`config.mk`:
```
export PLATFORM = sky130hd
export DESIGN_NAME = fault_entry_seq
export DESIGN_NICKNAME = d
export VERILOG_FILES = /design/src/rtl/fault_entry_seq.sv
export SDC_FILE = /design/constraint.sdc
export NUM_CORES = 1
export LEC_CHECK = 0
export BUFFER_PORTS_ARGS = -buffer_cell sky130_fd_sc_hd__buf_2
export CORE_ASPECT_RATIO = 1.1
export CORE_UTILIZATION = 40
export CTS_CLUSTER_DIAMETER = 120
export DETAILED_ROUTE_END_ITERATION = 6
export GPL_TIMING_DRIVEN = 1
export HOLD_SLACK_MARGIN = 0.02
export MAX_ROUTING_LAYER = met4
export PLACE_DENSITY = 0.66
export SYNTH_ARGS = -nofsm -noshare
export SYNTH_HDL_FRONTEND = slang
export SYNTH_SLANG_ARGS = --single-unit
```
`constraint.sdc`:
```
create_clock -name clk -period 2 [get_ports clk]
set_input_delay 0.2 -clock clk [delete_from_list [all_inputs] [get_ports clk]]
set_output_delay 0.2 -clock clk [all_outputs]
set_load 0.01 [all_outputs]
```
`src/rtl/fault_entry_seq.sv`:
```
module fault_entry_seq #(
  parameter int DW = 32,
  parameter int SELW = 16
) (
  input  logic            clk,
  input  logic            rst_n,
  input  logic            fault_req,
  input  logic [DW-1:0]   err_code,
  input  logic [SELW-1:0] cur_cs,
  input  logic [SELW-1:0] cur_ss,
  input  logic [DW-1:0]   cur_esp,
  input  logic [DW-1:0]   cur_eip,
  input  logic [DW-1:0]   cur_eflags,
  input  logic [SELW-1:0] kstack_ss,
  input  logic [DW-1:0]   kstack_esp,
  input  logic [SELW-1:0] hdl_cs,
  input  logic [DW-1:0]   hdl_eip,
  output logic            wr_en,
  output logic [DW-1:0]   wr_addr,
  output logic [DW-1:0]   wr_data,
  output logic            busy,
  output logic            done,
  output logic [SELW-1:0] new_ss,
  output logic [DW-1:0]   new_esp,
  output logic [SELW-1:0] new_cs,
  output logic [DW-1:0]   new_eip
);
  localparam int WB = DW / 8;
  localparam int NOUT = 6;
  localparam int NIN = 4;
  localparam int IW = $clog2(NOUT);

  typedef enum logic [1:0] {S_IDLE, S_PUSH, S_DONE} st_t;

  st_t             st;
  logic [IW-1:0]   idx;
  logic            outer;
  logic [DW-1:0]   sp;
  logic [SELW-1:0] s_cs, s_ss, s_kss, s_hcs;
  logic [DW-1:0]   s_esp, s_eip, s_efl, s_err, s_heip;
  logic [IW-1:0]   last_idx;
  logic [IW-1:0]   slot;
  logic            accept;

  assign accept   = (st == S_IDLE) && fault_req;
  assign last_idx = outer ? IW'(NOUT - 1) : IW'(NIN - 1);
  assign slot     = outer ? idx : idx + IW'(NOUT - NIN);
  assign wr_en    = (st == S_PUSH);
  assign wr_addr  = sp - DW'(WB);
  assign busy     = (st != S_IDLE);
  assign done     = (st == S_DONE);

  always_comb begin
    case (slot)
      IW'(0):  wr_data = DW'(s_ss);
      IW'(1):  wr_data = s_esp;
      IW'(2):  wr_data = s_efl;
      IW'(3):  wr_data = DW'(s_cs);
      IW'(4):  wr_data = s_eip;
      default: wr_data = s_err;
    endcase
  end

  always_ff @(posedge clk or negedge rst_n) begin
    if (!rst_n) begin
      st     <= S_IDLE;
      idx    <= '0;
      outer  <= 1'b0;
      sp     <= '0;
      s_cs   <= '0;
      s_ss   <= '0;
      s_kss  <= '0;
      s_hcs  <= '0;
      s_esp  <= '0;
      s_eip  <= '0;
      s_efl  <= '0;
      s_err  <= '0;
      s_heip <= '0;
    end else begin
      case (st)
        S_IDLE: if (accept) begin
          st     <= S_PUSH;
          idx    <= '0;
          outer  <= (cur_cs[1:0] != 2'b00);
          sp     <= (cur_cs[1:0] != 2'b00) ? kstack_esp : cur_esp;
          s_cs   <= cur_cs;
          s_ss   <= cur_ss;
          s_kss  <= kstack_ss;
          s_hcs  <= hdl_cs;
          s_esp  <= cur_esp;
          s_eip  <= cur_eip;
          s_efl  <= cur_eflags;
          s_err  <= err_code;
          s_heip <= hdl_eip;
        end
        S_PUSH: begin
          sp  <= wr_addr;
          idx <= idx + IW'(1);
          if (idx == last_idx) st <= S_DONE;
        end
        default: st <= S_IDLE;
      endcase
    end
  end

  always_ff @(posedge clk or negedge rst_n) begin
    if (!rst_n) begin
      new_ss  <= '0;
      new_esp <= '0;
      new_cs  <= '0;
      new_eip <= '0;
    end else if (st == S_PUSH && idx == last_idx) begin
      new_ss  <= outer ? s_kss : s_ss;
      new_esp <= wr_addr;
      new_cs  <= {s_hcs[SELW-1:2], 2'b00};
      new_eip <= s_heip;
    end
  end

  p_write_in_busy_r10: assert property (@(posedge clk) disable iff (!rst_n)
    wr_en |-> busy);

  p_step_down_r5: assert property (@(posedge clk) disable iff (!rst_n)
    (wr_en && $past(wr_en)) |-> wr_addr == $past(wr_addr) - DW'(WB));

  p_done_pulse_r8: assert property (@(posedge clk) disable iff (!rst_n)
    done |=> !done);

  p_done_after_write_r8: assert property (@(posedge clk) disable iff (!rst_n)
    done |-> ($past(wr_en) && new_esp == $past(wr_addr)));

  p_kernel_cs_r9: assert property (@(posedge clk) disable iff (!rst_n)
    done |-> new_cs[1:0] == 2'b00);

  p_hold_results_r9: assert property (@(posedge clk) disable iff (!rst_n)
    (!done && !$past(done) && $past(rst_n)) |-> ($stable(new_esp) && $stable(new_cs)));

  p_first_write_r7: assert property (@(posedge clk) disable iff (!rst_n)
    ($past(rst_n) && !$past(busy) && $past(fault_req)) |-> wr_en);
endmodule

```
== After elaboration in Yosys (flattened, before gate mapping) ==
Index checks and enable logic that the tools add are counted.
Storage, ports and cells
  register bits: 356
  output and inout bits: 163
  bits of input ports: 259
  word-level logic and storage cells: 51
Cells by class
  reductions and logical operators: 10
  mux-type cells: 12
  equal/unequal tests: 9
  $add $sub $neg: 3
Operator list (count)
  case mux 32 bit (5 select lines): 1
  2-to-1 mux 32 bit: 2
  case mux 32 bit (2 select lines): 1
  subtractor 32 x 3 -> 32 bit (second input constant): 1
  2-to-1 mux 16 bit: 1
  2-to-1 mux 3 bit: 3
  == test 3 x 2 -> 1 bit (second input constant): 2
  case mux 3 bit (2 select lines): 1
  AND reduction 2 bit: 3
  nonzero test 2 bit: 3
  2-to-1 mux 2 bit: 2
  case mux 2 bit (2 select lines): 1
  adder 3 x 1 -> 3 bit (second input constant): 1
  adder 3 x 2 -> 3 bit (second input constant): 1
  == test 3 x 1 -> 1 bit (second input constant): 1
  == test 3 bit: 1
  == test 3 bit (second input constant): 1
  logical NOT 3 bit: 1
  == test 2 x 1 -> 1 bit (second input constant): 1
  == test 2 bit (second input constant): 1
  logical AND 1 bit: 2
  logical NOT 2 bit: 1
  inequality test 2 x 1 -> 1 bit (second input constant): 1
  inequality test 2 bit (second input constant): 1

== Logic depth before layout (Yosys ltp) ==
Gate-level depths: netlist (run 1).
  depth in word-level cells: 4
  depth in mapped cells: 8
  gate-level depth less buffers: 7

== Worst setup path before layout (run 1) ==
No wires, ideal clock.
  path type: register to register
  start: register sp[2]
  end: register new_esp[16]
  setup time: 125 ps
  stages on the path, launching flop included: 8
  buffers on the path: 0
  period minus slack after synthesis: 2308 ps
  required time: 1875 ps
  setup slack: -308 ps
  arrival time: 2183 ps
  cells stage by stage: dfrtp_1 -> inv_1 -> ha_1 -> nor3b_2 -> nand3_2 -> or4_4 -> xnor2_1 -> mux2_2
On the way
  longest elaborated chain between the ends: 1
Ends and longest elaborated chain
  start: declaration: line 38  | logic [DW-1:0] sp;
  start signal: assignment: line 85  | sp <= (cur_cs[1:0] != 2'b00) ? kstack_esp : cur_esp;
  start signal: assignment: line 97  | sp <= wr_addr;
  subtractor 32 x 3 -> 32 bit: line 49  | assign wr_addr = sp - DW'(WB);
  via wr_addr[16]: line 19  | output logic [DW-1:0] wr_addr,
  end signal: assignment: line 114  | new_esp <= wr_addr;
  end: declaration: line 24  | output logic [DW-1:0] new_esp,
The timed path passes the listed nets, and every way through them passes these cells.
A chain may end at the register's enable or synchronous reset.

== Worst setup path after layout (run 1) ==
  start: register sp[2]
  end: output wr_addr[16]
On the way
  longest elaborated chain between the ends: 1
Ends and longest elaborated chain (line)
  subtractor 32 x 3 -> 32 bit: 49
  end: declaration: 19
No other way between the ends.

==> impl_results.md, run 1 <==
* Critical Path Fanout Max at 6
* Syn_area_per_cell at 9.27 sq um
* Sw frac at 40.0%
* Synth top area cells: dfrtp_1 (58%), nand2_1 (20%), mux2_2 (4.0%), a222oi_1 (3.1%), clkbuf_1 (2.1%)
* Chip height at 208 microns
* Count leader, synth: nand2_1
* CTS buffer count at 38
* Ys async rst share at 100%
* Status: finished with violations
* CP required at 1.80 ns
* Maximum clock rate at 0.369 GHz
* Clock power share at 18.8%
* WL per Instance at 20.3 microns
* Synth unique cells at 52
* Vias per cell at 5.30
* Setup WS post-layout at -0.711 ns
* Top cell type's share of synthesized area at 57.5%
* Net Switching at 0.0156 W
* Initial antenna violation count at 4
* Sequential Power Share at between 30% and 40%
* Clock Path Buffers at 3
* FF+latch count, synth at approximately 350
* Core Region at 38000 sq um
* Tot Pwr at 0.0391 W
* Final core occ at 63.6%
* Die Wd at 189 microns
* Hold depth at 4
* Primary FF master, synth: dfrtp_1
* First DRT Iteration DRCs at 1631
* Worst-skew pair later-pin latency at about 0.57 ns
* PD cells at 1620 nW/um^2
* Final setup fails at 78
* Max-cap violations at 0
* Gr ovfl total at 0
* Lkg Pwr at 12.5 nW
* Comb power frac at 47.9%
* Tcrit/Tclk final at 136%
* Crit end category: output port
* Root Driver: clkbuf_16
* I/O pins at 422
* Commonest cells in the netlist: nand2_1 (806), dfrtp_1 (354), clkbuf_1 (86), mux2_2 (55), a222oi_1 (48)
* Hold Path Class: input port to register
* Yosys top cell by area: dfrtp_1
* First-pass GRT wire length at 90000 microns
* Final Max Slew Viols at 0
* Register area share after synthesis at 57.5%
* Final Hold Vio Count at 0
* WS Path Type: register to output port
* Area delta synth->final at 57.0%
* Slew HR at 49.1%
* Via count at 15600
* I/O Buffers at 417
* Worst-Margin Slew at 0.763 ns
* Fin nets at 2681
* Largest net degree at the start of global routing at 162
* TritonRoute pass-1 iters at 6
* Gate Count Post-Synth at approximately 1700
* Min cycle time layout at 2.71 ns
* H-Tree Depth at 2
* RSZ-0062 raised after global routing: yes
* Post-synth EDFFs at 0
* Clock Sinks at 354
* Dpl ws at -0.334 ns
* CTS tree: built
* Site Rows at 75
* Clock slew seen by the registers of the worst setup and hold paths at 0.07 ns
* Total Routing Usage GR at about 31%
* Worst VDD drop at 1130 uV
* Initial Util at 40.5%
* Post-DRT Antenna Nets at 0
* Final GP Congestion at 0.917
* Number of global-route vias before repair at 16100
* Violated checks: setup timing
* Netlist Area Pre-Place at 15400 sq um
* Pint at approximately 0.023 W
* Remaining DRCs at 0
* R2R depth at 9
* Warnings from Yosys at 0
* Worst Path Arrival at 2.51 ns
* Layout cells sized above 1 at 33.8%
* Drt total wl at 60000 microns
* Clock Skews at 0.0265 ns
* Crit start category: register
* DP HPWL at 36400 microns
* Die area at 39300 sq um
[cell usage in the layout (no fill, tap or decap), types with 5 or more instances in the layout]
cell type	Yosys	final
clkbuf_8	0	5
nand2_1	806	796
inv_1	25	22
o21ai_2	0	9
nor4_4	2	6
a31oi_1	5	5
o21ai_1	12	14
mux2_2	55	52
o32a_1	6	6
nor2_1	18	8
clkbuf_16	0	44
mux2_4	0	11
buf_2	8	400
dfrtp_1	354	352
nor3_4	1	5
a222oi_1	48	48
mux2i_1	24	24
nand2_2	1	8
xor2_2	0	8
a21oi_1	41	39
buf_4	4	97
buf_16	0	6
xnor2_4	0	5
o21ai_0	46	34
buf_6	0	51
buf_12	0	25
xnor2_2	0	9
clkinv_2	0	14
nor2_4	0	8
dlygate4sd3_1	0	228
[cells by family (layout without fill, tap and decap cells)]
logic type                 Yosys count  count (layout)  synth area share (%)
other                                1               6                0.0243
buffers and inverters              127             914                  3.26
and+or+nand+nor                    889             889                  23.4
muxes                               89              89                  6.31
AOI/OAI and AO/OA                  172             172                  7.73
DFF                                354             354                  57.5
xor gates and xnor gates            28              28                  1.59
adders and majority gates            2               2                 0.162
[what timing repair did]
item | 4_1_cts | 5_1_grt
hold buffers | 228 | 0
setup buffers | 38 | 28
pin swaps | 63 | 68
endpoints found under the hold margin | 521 | 0
resized for setup | 112 | 93
cloned | 10 | 6
endpoints found under the setup margin | 100 | 113
[final timing paths]
kind / from / end / slack (ns)
max reg2reg: sp[2] / sp[16] / -0.36
max in group asynchronous: rst_n / s_eip[6] / 1.10
min in group asynchronous: rst_n / s_cs[3] / 0.16
max: sp[2] / wr_addr[16] / -0.71
min: kstack_esp[21] / sp[21] / 0.06
min reg2reg: s_heip[25] / s_heip[25] / 0.47
[power by group through the flow]
stage | Sequential (W) | Clock [W] | Combinational (W)
floorplan | 0.0126 | 0 | 0.00780
detailed placement | 0.0128 | 0 | 0.0146
global placement | 0.0127 | 0 | 0.0143
global route | 0.0133 | 0.00773 | 0.0202
finish | 0.0130 | 0.00735 | 0.0187
CTS | 0.0128 | 0.00745 | 0.0175
[metrics by stage]
| step | setup TNS (ns) | std cells | hold slack, ns | area, sq um |
|---|---|---|---|---|
| 2_1_floorplan | -0.335 | 1663 | -0.0956 | 15400 |
| 3_3_place_gp | -4.74 | 2591 | 0.139 | 18900 |
| 3_5_place_dp | -5.02 | 2591 | 0.140 | 18900 |
| 4_1_cts | -34.45 | 2931 | 0.0294 | 23600 |
| 5_1_grt | -43.31 | 2954 | 0.0760 | 24200 |
| 6_report | -35.00 | 2954 | 0.0601 | 24200 |
[metal layers]
metal	vias up	global-route usage [%]	share of wire, %
met5	-	-	0
met4	0	14.5	4.7
met3	199	4.90	7.5
met2	851	49.2	48
met1	7605	38.1	40
li1	6989	-	-
[flip-flops by register name (all words and copies together) (netlist names), 14 cells and up]
name,count
new_ss,16
s_heip,32
s_ss,16
s_kss,16
new_cs,14
s_hcs,14
sp,32
s_efl,32
s_esp,32
s_eip,32
new_eip,32
new_esp,32
s_err,32
s_cs,16
[critical path: stages, from the launching register on]
cell     delay [ns]
dfrtp_1        0.43
inv_2          0.10
ha_4           0.13
nor3b_4        0.30
nand3_4        0.18
or4_4          0.50
xnor2_4        0.16
buf_2          0.15
[final cells by class]
type	instances	area [sq um]
repair buffers	819	6530
multi-input cells	1182	6780
well taps	500	626
clock inverters	25	256
inverters	25	96.3
diodes	4	10.0
flip-flops and latches	354	8860
fillers	2843	13800
clock buffers	45	1030
Power figures use the tool's default switching activity.
==> run 2, diff against run 1 <==
==> config.mk (replaced) <==
export PLATFORM = sky130hd
export DESIGN_NAME = fault_entry_seq
export DESIGN_NICKNAME = d
export VERILOG_FILES = /design/src/rtl/fault_entry_seq.sv
export SDC_FILE = /design/constraint.sdc
export NUM_CORES = 1
export LEC_CHECK = 0
export CORE_ASPECT_RATIO = 1.1
export CORE_UTILIZATION = 40
export CTS_CLUSTER_DIAMETER = 120
export DETAILED_ROUTE_END_ITERATION = 6
export DONT_BUFFER_PORTS = 1
export GPL_TIMING_DRIVEN = 1
export HOLD_SLACK_MARGIN = 0.02
export MAX_ROUTING_LAYER = met4
export SYNTH_ARGS = -nofsm -noshare
export SYNTH_HDL_FRONTEND = slang
export SYNTH_SLANG_ARGS = --single-unit
==> run 2 against run 1 <==
Against the previous run:
- the flow finishes with violations (DRC, hold timing, setup timing)
- highest routed layer unchanged
- non-clock buffer count decreased by 352
- cell count decreased by 12%
- largest cell class unchanged
- sequential power increased by 5%
- cell area decreased by 6.0%
- fmax increased by 1.8%
- die area unchanged
- first-iteration DRC count decreased by 13%
- core utilization decreased by 3.8 points
- critical endpoint is now wr_addr[30]
- clock skew decreased by 0.0093 ns
- power decreased by 3.4%
- flip-flop and latch count unchanged
==> impl_results.md, run 2 (synthesized netlist as in run 1, its figures left out) <==
* Vias per cell at 5.39
* Initial Util at 40.5%
* First DRT Iteration DRCs at around 1400
* Slew HR at between 40% and 50%
* Chip height at 208 microns
* Core Region at 38000 sq um
* H-Tree Depth at 2
* Layout cells sized above 1 at 23.5%
* Worst flop-to-flop path startpoint: sp[3]
* Hold Path Class: input port to async pin
* Via count at 14100
* CTS Hold Buffers Added at 251
* Die area at 39300 sq um
* Drt total wl at 56200 microns
* Final Hold Vio Count at approximately 350
* Total Routing Usage GR at 28.7%
* Clock Sinks at 354
* Setup WS post-layout at -0.663 ns
* Clock Path Buffers at 3
* CP required at 1.80 ns
* Worst reg2reg path endpoint: sp[17]
* Pint at 0.0225 W
* Number of global-route vias before repair at approximately 14000
* Post-route setup TNS at -35.17 ns
* WS Path Type: register to output port
* Post-DRT Antenna Nets at 0
* R2R depth at 13
* Lkg Pwr at 11.1 nW
* Hold_ws at -0.656 ns
* Comb power frac at between 40% and 50%
* Remaining DRCs at 2
* Crit start category: register
* Largest net degree at the start of global routing at 355
* Violated checks: DRC, hold timing, setup timing
* Sw frac at 40.3%
* Final setup fails at 86
* TritonRoute pass-1 iters at 7
* DP HPWL at about 33000 microns
* Most frequent cells in the layout: nand2_1 (774), dfrtp_1 (350), dlygate4sd3_1 (251)
* I/O pins at 422
* Max-cap violations at 0
* Worst Path Arrival at 2.46 ns
* CP endpoint: wr_addr[30]
* Maximum clock rate at 0.376 GHz
* Register-to-register setup slack at -0.44 ns
* Initial antenna violation count at 9
* Crit end category: output port
* Dpl ws at -0.355 ns
* Worst VDD drop at 1210 uV
* Clock Skews at 0.0173 ns
* First-pass GRT wire length at 83700 microns
* Final Max Slew Viols at 0
* Status: finished with violations
* Root Driver: clkbuf_16
* Final GP Congestion at 0.894
* Die Wd at 189 microns
* Commonest non-fill, non-tap cell in the layout: nand2_1
* Area delta synth->final at 47.5%
* Clock slew seen by the registers of the worst setup and hold paths at 0.06 ns
* Gr ovfl total at 0
* Slowest cell on crit path: dfrtp_1
* WL per Instance at 21.5 microns
* Net Switching at 0.0152 W
* Worst-skew pair later-pin latency at 0.56 ns
* CTS tree: built
* Clock power share at 19.8%
* Cell chain of the critical path: inv_2, ha_4, nor3b_4, buf_6, nand2_8, nor4_4, xor2_2, buf_4
* Critical path origin: sp[2]
* PD cells at 1660 nW/um^2
* Min cycle time layout at roughly 2.7 ns
* Sequential Power Share at 36.1%
* Max incr delay on CP at 0.39 ns
* CTS buffer count at 39
* RSZ-0062 raised after global routing: yes
* Critical Path Fanout Max at 3
* Worst-Margin Slew at 0.781 ns
* Site Rows at 75
* I/O Buffers at 0
* Tcrit/Tclk final at 133%
* Fin nets at 2333
-- run 2: changes by cell type in the layout (fill, tap and decap cells not counted), sizes merged, moves of 2 or more --
| cell | before | now |
|---|---|---|
| dlygate4sd3 | 228 | 251 |
| bufbuf | 2 | 0 |
| inv | 28 | 26 |
| diode | 4 | 11 |
| nor2 | 18 | 21 |
| clkbuf | 51 | 56 |
| clkinv | 16 | 9 |
| buf | 583 | 213 |
-- run 2: final cells by class --
| type | count | area, sq um |
|---|---|---|
| clock buffer | 53 | 1130 |
| fill | 3025 | 15300 |
| timing repair buffer | 467 | 4820 |
| sequential | 354 | 8860 |
| clock inverter | 16 | 186 |
| inverter | 25 | 103 |
| multi-input combinational | 1185 | 6970 |
| antenna | 11 | 27.5 |
| tap | 500 | 626 |
-- run 2: worst min path at each step --
| stage | endpoint | slack, ns |
|---|---|---|
| floorplan | idx[0] | -0.1 |
| global placement | s_cs[10] | -0.08 |
| detailed placement | s_cs[11] | -0.08 |
| CTS | s_cs[11] | -0.68 |
| global route | s_cs[11] | -0.68 |
| finish | s_cs[11] | -0.66 |
-- run 2: metal layers --
layer  share of wire, %  wire length, microns  vias to the layer above  GRT usage [%]
met5                  0                     0                        -              -
met4                3.8                  2160                        0           10.9
met3                8.4                  4710                      145           6.34
met2                 48                 27000                      712           44.9
met1                 40                 22400                     6918           36.3
li1                   -                     -                     6290              -
-- run 2: power by group through the flow --
| stage | clock network, W | registers [W] | logic, W |
|---|---|---|---|
| floorplan | 0 | 0.0126 | 0.00780 |
| global placement | 0 | 0.0134 | 0.0117 |
| detailed placement | 0 | 0.0135 | 0.0120 |
| CTS | 0.00756 | 0.0135 | 0.0148 |
| global route | 0.00786 | 0.0139 | 0.0180 |
| finish | 0.00747 | 0.0136 | 0.0166 |
-- run 2: worst max-delay path, delay by kind of cell, from the launching register on --
family / cells / cell delay (ns)
AND/OR/NAND/NOR: 3 / 0.71
buffers and inverters: 3 / 0.43
flip-flops: 1 / 0.39
XOR/XNOR: 1 / 0.23
adder cells (fa/ha/maj): 1 / 0.14
-- run 2: what timing repair did --
action / in CTS / in global routing
setup buffers: 61 / 40
gates resized for setup: 163 / 111
cloned: 7 / 4
pin swaps: 80 / 70
endpoints found under the hold margin: 605 / 354
endpoints found under the setup margin: 74 / 107
-- run 2: stage by stage --
step | std cells | utilization (%) | area [sq um] | total power, W
2_1_floorplan | 1663 | - | 15400 | 0.0204
4_1_cts | 2566 | 57.7 | 21900 | 0.0358
6_report | 2611 | 59.8 | 22700 | 0.0377
5_1_grt | 2609 | 59.8 | 22700 | 0.0398
3_5_place_dp | 2181 | 44.2 | 16800 | 0.0255
3_3_place_gp | 2181 | 44.2 | 16800 | 0.0251
